## config.mk

```make
export PLATFORM = sky130hd
export DESIGN_NAME = acc_guard_seq
export DESIGN_NICKNAME = d
export VERILOG_FILES = /design/src/rtl/acc_guard_pkg.sv /design/src/rtl/acc_guard_fsm.sv /design/src/rtl/acc_guard_hold.sv /design/src/rtl/acc_guard_seq.sv
export SDC_FILE = /design/constraint.sdc
export NUM_CORES = 1
export LEC_CHECK = 0
export ABC_AREA = 1
export BUFFER_PORTS_ARGS = -buffer_cell sky130_fd_sc_hd__buf_2
export CAP_MARGIN = 10
export CELL_PAD_IN_SITES_DETAIL_PLACEMENT = 1
export CELL_PAD_IN_SITES_GLOBAL_PLACEMENT = 2
export CORE_UTILIZATION = 24
export CTS_CLUSTER_SIZE = 12
export DETAILED_ROUTE_END_ITERATION = 10
export PLACE_DENSITY = 0.78
export SLEW_MARGIN = 5
export SYNTH_ARGS = -nofsm -noshare
export SYNTH_HDL_FRONTEND = slang
export SYNTH_SLANG_ARGS = --single-unit
```

## constraint.sdc

```tcl
create_clock -name clk -period 1.33 [get_ports clk]
set_input_delay 0.133 -clock clk [delete_from_list [all_inputs] [get_ports clk]]
set_output_delay 0.133 -clock clk [all_outputs]
set_load 0.02 [all_outputs]
```

## src/rtl/acc_guard_pkg.sv

```systemverilog
package acc_guard_pkg;
  typedef enum logic [2:0] {
    ST_IDLE, ST_SAVE, ST_CLEAR, ST_ACCESS, ST_RESTORE, ST_DONE
  } step_t;

  // Control-register code for accumulator index idx.
  function automatic logic [15:0] acc_code(input logic [15:0] base, input logic [1:0] idx);
    return base + {14'd0, idx};
  endfunction
endpackage

```

## src/rtl/acc_guard_fsm.sv

```systemverilog
module acc_guard_fsm
  import acc_guard_pkg::*;
#(
  parameter int IW = 2
) (
  input  logic          clk,
  input  logic          rst_n,
  input  logic          req_valid,
  input  logic          req_write,
  input  logic [IW-1:0] req_idx,
  input  logic          cr_ack,
  output step_t         step,
  output logic          accept,
  output logic          op_write,
  output logic [IW-1:0] op_idx,
  output logic          busy,
  output logic          done,
  output logic          save_ack,
  output logic          access_ack,
  output logic          restore_ack,
  output logic          cr_req
);
  step_t step_q, step_d;

  assign step        = step_q;
  assign accept      = req_valid && (step_q == ST_IDLE);
  assign busy        = (step_q != ST_IDLE);
  assign done        = (step_q == ST_DONE);
  assign cr_req      = (step_q == ST_SAVE) || (step_q == ST_CLEAR) ||
                       (step_q == ST_ACCESS) || (step_q == ST_RESTORE);
  assign save_ack    = cr_ack && (step_q == ST_SAVE);
  assign access_ack  = cr_ack && (step_q == ST_ACCESS);
  assign restore_ack = cr_ack && (step_q == ST_RESTORE);

  always_comb begin
    step_d = step_q;
    unique case (step_q)
      ST_IDLE:    if (req_valid) step_d = ST_SAVE;
      ST_SAVE:    if (cr_ack)    step_d = ST_CLEAR;
      ST_CLEAR:   if (cr_ack)    step_d = ST_ACCESS;
      ST_ACCESS:  if (cr_ack)    step_d = ST_RESTORE;
      ST_RESTORE: if (cr_ack)    step_d = ST_DONE;
      ST_DONE:                   step_d = ST_IDLE;
      default:                   step_d = ST_IDLE;
    endcase
  end

  always_ff @(posedge clk) begin
    if (!rst_n) begin
      step_q   <= ST_IDLE;
      op_write <= 1'b0;
      op_idx   <= '0;
    end else begin
      step_q <= step_d;
      if (accept) begin
        op_write <= req_write;
        op_idx   <= req_idx;
      end
    end
  end

  // done follows the acknowledged restore step
  a_r7_done_after_restore: assert property (@(posedge clk) disable iff (!rst_n)
    done |-> $past(restore_ack));
  a_r7_done_single: assert property (@(posedge clk) disable iff (!rst_n)
    done |=> !done);
  // latched operation does not move while a sequence runs
  a_r9_op_stable: assert property (@(posedge clk) disable iff (!rst_n)
    (busy && !done) |=> ($stable(op_idx) && $stable(op_write)));
  // no bus traffic while idle
  a_r1_idle_quiet: assert property (@(posedge clk) disable iff (!rst_n)
    !busy |-> !cr_req);
endmodule

```

## src/rtl/acc_guard_hold.sv

```systemverilog
module acc_guard_hold #(
  parameter int DW = 32
) (
  input  logic          clk,
  input  logic          rst_n,
  input  logic          accept,
  input  logic [DW-1:0] req_wdata,
  input  logic          save_ack,
  input  logic          rd_capture,
  input  logic          busy,
  input  logic [DW-1:0] cr_rdata,
  output logic [DW-1:0] saved_stat,
  output logic [DW-1:0] wdata_q,
  output logic [DW-1:0] rd_data
);
  always_ff @(posedge clk) begin
    if (!rst_n) begin
      saved_stat <= '0;
      wdata_q    <= '0;
      rd_data    <= '0;
    end else begin
      if (accept)     wdata_q    <= req_wdata;
      if (save_ack)   saved_stat <= cr_rdata;
      if (rd_capture) rd_data    <= cr_rdata;
    end
  end

  // read result stays put while no sequence is running
  a_r8_rd_hold: assert property (@(posedge clk) disable iff (!rst_n)
    (!busy && $past(!busy)) |-> $stable(rd_data));
endmodule

```

## src/rtl/acc_guard_seq.sv

```systemverilog
module acc_guard_seq
  import acc_guard_pkg::*;
#(
  parameter int          DW        = 32,
  parameter int          CW        = 12,
  parameter logic [15:0] STAT_CODE = 16'h0804,
  parameter logic [15:0] ACC_BASE  = 16'h0808
) (
  input  logic          clk,
  input  logic          rst_n,
  input  logic          req_valid,
  input  logic          req_write,
  input  logic [1:0]    req_idx,
  input  logic [DW-1:0] req_wdata,
  output logic          busy,
  output logic          done,
  output logic [DW-1:0] rd_data,
  output logic          cr_req,
  output logic          cr_we,
  output logic [CW-1:0] cr_addr,
  output logic [DW-1:0] cr_wdata,
  input  logic          cr_ack,
  input  logic [DW-1:0] cr_rdata
);
  localparam int IW = 2;
  localparam logic [CW-1:0] STAT_A = STAT_CODE[CW-1:0];

  step_t         step;
  logic          accept, op_write, save_ack, access_ack, restore_ack;
  logic [IW-1:0] op_idx;
  logic [DW-1:0] saved_stat, wdata_q;
  logic [15:0]   acc_full;
  logic          rd_capture;

  acc_guard_fsm #(.IW(IW)) u_fsm (
    .clk(clk), .rst_n(rst_n), .req_valid(req_valid), .req_write(req_write),
    .req_idx(req_idx), .cr_ack(cr_ack), .step(step), .accept(accept),
    .op_write(op_write), .op_idx(op_idx), .busy(busy), .done(done),
    .save_ack(save_ack), .access_ack(access_ack), .restore_ack(restore_ack),
    .cr_req(cr_req)
  );

  assign rd_capture = access_ack && !op_write;

  acc_guard_hold #(.DW(DW)) u_hold (
    .clk(clk), .rst_n(rst_n), .accept(accept), .req_wdata(req_wdata),
    .save_ack(save_ack), .rd_capture(rd_capture), .busy(busy),
    .cr_rdata(cr_rdata), .saved_stat(saved_stat), .wdata_q(wdata_q),
    .rd_data(rd_data)
  );

  assign acc_full = acc_code(ACC_BASE, op_idx);

  always_comb begin
    cr_we    = 1'b0;
    cr_addr  = STAT_A;
    cr_wdata = '0;
    unique case (step)
      ST_CLEAR:   cr_we = 1'b1;
      ST_ACCESS: begin
        cr_we    = op_write;
        cr_addr  = acc_full[CW-1:0];
        cr_wdata = op_write ? wdata_q : '0;
      end
      ST_RESTORE: begin
        cr_we    = 1'b1;
        cr_wdata = saved_stat;
      end
      default: ;
    endcase
  end

  // a command is held until acknowledged
  a_r6_cmd_hold: assert property (@(posedge clk) disable iff (!rst_n)
    (cr_req && !cr_ack) |=> (cr_req && $stable(cr_we) && $stable(cr_addr) && $stable(cr_wdata)));
  // the transfer after the status read is the clearing write
  a_r2_clear_follows_save: assert property (@(posedge clk) disable iff (!rst_n)
    save_ack |=> (cr_req && cr_we && cr_addr == STAT_A && cr_wdata == '0));
  // restore carries the value seen at the save step
  a_r5_restore_value: assert property (@(posedge clk) disable iff (!rst_n)
    access_ack |=> (cr_req && cr_we && cr_addr == STAT_A && cr_wdata == saved_stat));
endmodule

```

==> results of run 1 <==
==> worst max-delay path: stages (launching register included) <==
cell     delay (ns)
dfxtp_2        0.36
inv_2          0.06
nor2_4         0.11
inv_4          0.06
nor2_8         0.12
nand2_8        0.12
buf_12         0.19
o21ai_4        0.16
buf_6          0.14
==> logic make-up (layout without fill, tap and decap cells) <==
group	Yosys count	after routing	synth area share, %
compound gates	169	169	20.49
flops	102	102	49.47
simple gates	189	189	20.16
other cells	2	8	0.1819
buf+inv	94	249	9.700
==> flip-flops by register name, indices dropped and copies added (netlist names) <==
name               count
u_hold.saved_stat     32
u_hold.wdata_q        32
u_fsm.step             3
u_hold.rd_data        32
u_fsm.op_write         1
u_fsm.op_idx           2
==> path summary, 6_finish.rpt <==
| check | start | endpoint | cells after the start |
|---|---|---|---|
| setup / recovery | u_fsm.step[0] | cr_wdata[12] | 8 |
| hold / removal | cr_rdata[20] | u_hold.saved_stat[20] | 3 |
| setup reg to reg | u_fsm.step[0] | u_fsm.step[0] | 10 |
| hold reg to reg | u_hold.wdata_q[0] | u_hold.wdata_q[0] | 2 |
==> power by group <==
part | total, mW | internal [mW] | switching [mW]
clock | 2.89 | 1.67 | 1.23
sequential | 4.02 | 3.69 | 0.333
combinational | 4.92 | 1.98 | 2.94
total | 11.8 | 7.33 | 4.50
==> layout make-up <==
class / count / area, um2
Sequential cell: 102 / 2048
Tap cell: 220 / 275.3
Multi-Input combinational cell: 366 / 2379
Fill cell: 1984 / 9886
Clock buffer: 10 / 229.0
Timing Repair Buffer: 189 / 1613
Clock inverter: 6 / 91.34
Inverter: 44 / 180.2
==> repair_timing <==
item                       4_1_cts  5_1_grt
setup buffers                    7        8
setup endpoints to repair      132      142
gates cloned                     6        5
pin swaps                        5        9
resized for setup              108      144
==> stage by stage <==
stage          util (%)  TNS [ns]
2_1_floorplan         -    -2.651
3_3_place_gp      32.72    -6.503
3_5_place_dp      32.72    -10.47
4_1_cts           37.89    -26.32
5_1_grt           40.81    -44.21
6_report          40.81    -36.20
==> layer usage <==
layer | part of all wire (%) | GRT usage [%]
met5 | 0 | 0
met4 | 1.9 | 6.881
met2 | 48 | 30.66
met3 | 3.1 | 2.588
met1 | 47 | 25.33
==> cells in the mapped netlist <==
library cell	instances	area, um2
a21oi_1	68	340.3
buf_2	14	70.07
buf_4	8	60.06
clkbuf_1	28	105.1
conb_1	2	7.510
dfxtp_1	102	2042
inv_1	42	157.7
inv_2	2	7.510
nand2_1	43	161.4
nand2_2	1	6.260
nand3_1	69	345.3
nand3_2	1	10.01
nor2_1	71	266.5
nor2_2	1	6.260
nor2_4	1	11.26
nor2_8	1	20.02
nor3_1	1	5.000
o21ai_0	86	430.4
o21ai_1	15	75.07
==> results.json, run 1 <==
{
  "status": "finished, violations left",
  "violations": "setup timing",
  "layout_setup_ws_ns": -0.4714,
  "critPathMaxFanout": 8,
  "whs_ns": 0.04217,
  "ys_seq_elements": 102,
  "dr.first_iter.drc_count": 143,
  "final_common_cell": "buf_2",
  "antenna_found_initial": 0,
  "rows": 47,
  "antenna_cells": 0,
  "drc_errors": 0,
  "gp_congestion": 0.7950,
  "endpoint_kind": "output port",
  "post_route_cells_drive_above_1_share_pct": 44.91,
  "routedWlPerCell_um": 18.42,
  "ys_types": 19,
  "dp_hpwl_mm": 11.10,
  "areaGrowthSynthToFinish_pct": 65.11,
  "max_freq_mhz": 555.1,
  "grt_util_all_layers_pct": 18.81,
  "slew_viol_final": 0,
  "root_buffer": "clkbuf_16",
  "synth_area_per_cell_um2": 7.424,
  "maxCapViolations": 0,
  "startpoint_type": "register",
  "ios": 151,
  "overflow": 0,
  "placed_area_um2": 5465,
  "vias": 4390,
  "clkSinkCount": 102,
  "fin_crit_sh_pct": 135.4,
  "ir_worst_vdd_mv": 0.9080,
  "die_x_um": 133.1,
  "firstDrtPassIters": 4,
  "ant_nets": 0,
  "dp_cells": 898,
  "power_mw": 11.83,
  "critPathKind": "reg -> out",
  "final_area_um2": 6815,
  "grt_pass1_vias": 4516,
  "synthesis.area_um2": 4128,
  "rsz0062_at_grt": "true",
  "port_buffers": 142,
  "final_nets": 783,
  "ys_seq_area_share_pct": 49.47,
  "syn_inst": 556,
  "cts_tree": "yes",
  "start_util_pct": 24.72,
  "cts_hold_buf": 0,
  "hold_viol": 0,
  "setup-violations-final": 139,
  "mostFrequentLayoutCells": "buf_2, dfxtp_1, nor2_1",
  "routed_wl_mm": 17.26,
  "numCtsBuffers": 9,
  "yosys_warnings": 0,
  "hp-class": "in -> reg",
  "dp_slack_ns": -0.1736,
  "cellLeakagePower_nw": 2.744,
  "cp.required_ns": 1.20,
  "clk_pin_slew_ns": 0.07,
  "final_cells": 937,
  "clock_skew_ns": 0.007788,
  "via_per_inst": 4.685,
  "clk_latency_ns": 0.35,
  "min_period_ns": 1.801,
  "grt_pass1_wl_mm": 25.54,
  "power_density_nw_per_um2": 1736,
  "arrival_ns": 1.67,
  "dieArea_um2": 17730,
  "cts-htree-levels": 3,
  "core_area_um2": 16700,
  "r2r_slack_ns": -0.37,
  "cts_buffer_depth": 2,
  "grt_max_degree": 35,
  "die_h_um": 133.1
}
(Power assumes the default switching activity.)
==> inputs of run 2 (changes only) <==
Settings changed: PLACE_DENSITY 0.78 to unset, PLACE_DENSITY_LB_ADDON set to 0.1.
==> run 2 against run 1 <==
Effect of this change: total power shrank 2.5%; the run still ends with setup timing left; die area is the same; cell area grew 0.62%; critical path depth shrank 1; register-to-register slack gained 0.09 ns; non-clock buffer count grew 5; sequential share of layout area shrank 0.22 points; largest cell class unchanged; global-route usage shrank 2.1 points; combinational power is essentially flat; routed wire length shrank 8.7%.
==> results.json, run 2 (synthesis results as in run 1) <==
{
  "drc_errors": 0,
  "power_switching_mw": 4.269,
  "cp.required_ns": 1.20,
  "post_route_cells_drive_above_1_share_pct": 44.86,
  "dr.first_iter.drc_count": 130,
  "startpoint_type": "register",
  "root_buffer": "clkbuf_16",
  "antenna_cells": 0,
  "mostFrequentLayoutCells": "buf_2, dfxtp_1, nor2_1",
  "whs_ns": 0.04473,
  "ir_worst_vdd_mv": 0.7352,
  "grt_util_all_layers_pct": 16.75,
  "port_buffers": 142,
  "swShare_pct": 37.02,
  "critPathMaxFanout": 8,
  "ios": 151,
  "dp_cells": 897,
  "maxCapViolations": 0,
  "violations": "setup timing",
  "grt_pass1_wl_mm": 22.97,
  "pwr-share-comb_pct": 42.8,
  "slowest_stage": "dfxtp_2",
  "rows": 47,
  "status": "finished, violations left",
  "max_freq_mhz": 563.1,
  "clk_latency_ns": 0.35,
  "arrival_ns": 1.64,
  "holdPathStages": 3,
  "routedWlPerCell_um": 16.76,
  "reg_top3": "u_hold.rd_data x32, u_hold.saved_stat x32, u_hold.wdata_q x32",
  "cts_buffer_depth": 2,
  "fin_crit_sh_pct": 133.5,
  "dieArea_um2": 17730,
  "hold_viol": 0,
  "numCtsBuffers": 9,
  "cts_hold_buf": 0,
  "die_h_um": 133.1,
  "vias": 4238,
  "critPathKind": "reg -> out",
  "start_util_pct": 24.72,
  "power.internal_mw": 7.262,
  "antenna_found_initial": 0,
  "reg2reg_depth": 9,
  "areaGrowthSynthToFinish_pct": 66.14,
  "firstDrtPassIters": 4,
  "seqPwrFrac_pct": 34.6,
  "grt_max_degree": 70,
  "core_area_um2": 16700,
  "crit_path_max_incr_delay_ns": 0.34,
  "cellLeakagePower_nw": 2.780,
  "clkSinkCount": 102,
  "rsz0062_at_grt": "true",
  "fin_tns_setup_ns": -29.66,
  "clk_pin_slew_ns": 0.07,
  "cts_tree": "yes",
  "via_per_inst": 4.509,
  "power_density_nw_per_um2": 1681,
  "final_cells": 940,
  "gp_congestion": 0.7573,
  "path_cells": "inv_2 > nor2_4 > inv_4 > nor2_8 > nand2_8 > o21ai_0 > buf_2",
  "min_period_ns": 1.776,
  "setup-violations-final": 141,
  "overflow": 0,
  "grt_pass1_vias": 4071,
  "placed_area_um2": 5470,
  "slew_viol_final": 0,
  "clockPowerShare_pct": 22.6,
  "ant_nets": 0,
  "final_area_um2": 6858,
  "final_common_cell": "buf_2",
  "cts-htree-levels": 3,
  "hp-class": "in -> reg",
  "die_x_um": 133.1,
  "final_nets": 788,
  "power_mw": 11.53,
  "dp_hpwl_mm": 10.27,
  "clock_skew_ns": 0.008885,
  "routed_wl_mm": 15.76,
  "endpoint_kind": "output port",
  "layout_setup_ws_ns": -0.4458
}
-- run 2: area by class of cell --
cell class	count	area [um2]
Clock inverter	3	46.29
Fill cell	2000	9843
Multi-Input combinational cell	366	2375
Timing Repair Buffer	194	1712
Sequential cell	102	2046
Tap cell	220	275.3
Clock buffer	11	232.7
Inverter	44	171.4
-- run 2: final timing paths --
path / start / endpoint / slack [ns]
max reg2reg: u_fsm.step[0] / u_hold.wdata_q[9] / -0.28
min reg2reg: u_hold.wdata_q[2] / u_hold.wdata_q[2] / 0.45
min: req_wdata[18] / u_hold.wdata_q[18] / 0.04
max: u_fsm.step[0] / cr_wdata[2] / -0.45
-- run 2: per-stage QoR --
stage          utilization [%]  setup slack (ns)
6_report                 41.06           -0.4458
3_5_place_dp             32.75           -0.1567
5_1_grt                  41.06           -0.5533
3_3_place_gp             32.75           -0.1291
4_1_cts                  37.58           -0.4143
2_1_floorplan                -           -0.1235
-- run 2: layer usage --
layer | up-vias | part of all wire [%] | global-route usage [%]
met4 | 0 | 1.3 | 5.682
met5 | - | 0 | 0
li1 | 2148 | - | -
met2 | 91 | 43 | 22.37
met3 | 12 | 3.5 | 2.892
met1 | 1987 | 53 | 26.37
-- run 2: power by group through the flow --
stage                     registers (mW)  logic (mW)  clock network, mW
after detailed placement            4.04        3.26                  0
after global placement              4.02        3.19                  0
after floorplan                     4.01        2.09                  0
after CTS                           3.99        3.89               2.71
after global routing                4.06        5.36               2.83
final                               3.98        4.94               2.61
-- run 2: what timing repair did --
| item | in CTS | in global routing |
|---|---|---|
| endpoints found under the setup margin | 110 | 139 |
| cloned | 4 | 9 |
| gates resized for setup | 140 | 111 |
| pin swaps | 4 | 14 |
| buffers inserted | 7 | 12 |
-- run 2: critical path, delay by kind of cell, from the launching register on --
kind            cells  cell delay [ns]
buf+inv             3             0.33
compound gates      1             0.26
flops               1             0.34
simple gates        3             0.37
==> inputs of run 3 (changes only) <==
Settings changed: PLACE_DENSITY_LB_ADDON 0.1 to 0.25.
==> run 3 against run 2 <==
Effect of this change: the flow still finishes with violations (setup timing); cell count increased by 1.8%; total power increased by 10%; sequential cell count unchanged; critical endpoint is now cr_wdata[30]; largest cell class unchanged; highest routed layer unchanged.
==> results.json, run 3 (synthesis results as in run 1) <==
{
  "routed_wl_mm": 17.42,
  "power_mw": 12.68,
  "grt_pass1_vias": 4566,
  "cts_hold_buf": 0,
  "final_nets": 804,
  "maxCapViolations": 0,
  "antenna_found_initial": 0,
  "rsz0062_at_grt": "true",
  "cp.required_ns": 1.20,
  "overflow": 0,
  "ir_worst_vdd_mv": 0.7312,
  "gp_congestion": 0.7413,
  "critPathMaxFanout": 5,
  "post_route_cells_drive_above_1_share_pct": 54.95,
  "dr.first_iter.drc_count": 199,
  "max_freq_mhz": 537.2,
  "grt_pass1_wl_mm": 25.90,
  "final_area_um2": 7572,
  "ant_nets": 0,
  "dp_cells": 901,
  "port_buffers": 142,
  "cts_buffer_depth": 2,
  "clk_pin_slew_ns": 0.07,
  "ios": 151,
  "vias": 4439,
  "via_per_inst": 4.638,
  "grt_max_degree": 70,
  "core_area_um2": 16700,
  "arrival_ns": 1.73,
  "cellLeakagePower_nw": 2.944,
  "areaGrowthSynthToFinish_pct": 83.45,
  "violations": "setup timing",
  "start_util_pct": 24.72,
  "slew_viol_final": 0,
  "clock_skew_ns": 0.007835,
  "endpoint_kind": "output port",
  "routedWlPerCell_um": 18.21,
  "startpoint_type": "register",
  "grt_util_all_layers_pct": 19.10,
  "mostFrequentLayoutCells": "buf_2, dfxtp_1, nor2_1",
  "die_x_um": 133.1,
  "fin_util_pct": 45.34,
  "n_fill_cell": 1903,
  "dp_slack_ns": -0.1553,
  "clkSinkCount": 102,
  "dieArea_um2": 17730,
  "cts_tree": "yes",
  "reg_top3": "u_hold.rd_data x32, u_hold.saved_stat x32, u_hold.wdata_q x32",
  "root_buffer": "clkbuf_16",
  "rows": 47,
  "critPathKind": "reg -> out",
  "drc_errors": 0,
  "final_common_cell": "buf_2",
  "status": "finished, violations left",
  "fin_crit_sh_pct": 140.0,
  "dp_hpwl_mm": 10.38,
  "hp-class": "in -> reg",
  "power_density_nw_per_um2": 1674,
  "final_cells": 957,
  "cts-htree-levels": 3,
  "whs_ns": 0.03613,
  "antenna_cells": 0,
  "fin_tns_setup_ns": -45.25,
  "clk_latency_ns": 0.35,
  "slowest_stage": "dfxtp_2",
  "cpMostUsedCell": "buf_6",
  "layout_setup_ws_ns": -0.5315,
  "setup-violations-final": 110,
  "path_cells": "buf_4 > buf_6 > nor2_4 > buf_6 > buf_12 > nand3_1 > o21ai_4 > buf_6",
  "numCtsBuffers": 9,
  "placed_area_um2": 5475,
  "die_h_um": 133.1,
  "hold_viol": 0,
  "crit_path_max_incr_delay_ns": 0.33,
  "firstDrtPassIters": 4,
  "min_period_ns": 1.862
}
==> run 3: cell count changes in the layout (fill, tap and decap cells not counted), sizes merged <==
cell / before / now
buf: 187 / 207
bufbuf: 1 / 0
bufinv: 1 / 0
clkbuf: 17 / 13
clkinv: 0 / 3
clkinvlp: 2 / 3
inv: 44 / 42
nand2: 44 / 45
==> run 3: power breakdown <==
| part | internal [mW] | leakage, nW | switching, mW | total, mW |
|---|---|---|---|---|
| clock network | 1.32 | 0.132 | 1.22 | 2.54 |
| logic | 2.80 | 1.98 | 3.30 | 6.10 |
| registers | 3.69 | 0.835 | 0.349 | 4.04 |
==> run 3: per-layer routing <==
layer  vias to the layer above  track usage (%)  routed length [um]  share of wire [%]
li1                       2197                -                   -                  -
met1                      2133            26.53                8245                 47
met2                        90            30.77                8409                 48
met3                        19            2.473                 510                2.9
met4                         0            5.871                 259                1.5
met5                         -                0                   0                  0
==> run 3: path summary, 6_finish.rpt <==
path | start | to | slack [ns] | depth (start not counted)
worst min register to register | u_hold.rd_data[19] | u_hold.rd_data[19] | 0.48 | 2
worst min-delay path | req_wdata[27] | u_hold.wdata_q[27] | 0.04 | 3
worst max register to register | u_fsm.step[0] | u_fsm.op_idx[1] | -0.52 | 10
worst max-delay path | u_fsm.step[0] | cr_wdata[30] | -0.53 | 8
==> run 3: final cells by class <==
| type | count | area (um2) | share of cell area [%] |
|---|---|---|---|
| inverter | 44 | 175.2 | 2.313 |
| sequential | 102 | 2048 | 27.05 |
| clock inverter | 4 | 33.78 | 0.4461 |
| tap | 220 | 275.3 | 3.635 |
| multi-input combinational | 367 | 2796 | 36.93 |
| clock buffer | 11 | 242.7 | 3.206 |
| timing repair buffer | 209 | 2001 | 26.42 |
==> run 3: timing repair <==
action | 4_1_cts | 5_1_grt
pin swaps | 15 | 24
cloned | 14 | 2
setup endpoints to repair | 125 | 134
resized for setup | 235 | 147
setup buffers | 16 | 11
==> run 3: worst max-delay path, delay by kind of cell, from the launching register on <==
kind	cells	cell delay, ns
AOI/OAI and AO/OA	1	0.10
and+or+nand+nor	2	0.31
DFF	1	0.33
buffers and inverters	5	0.64
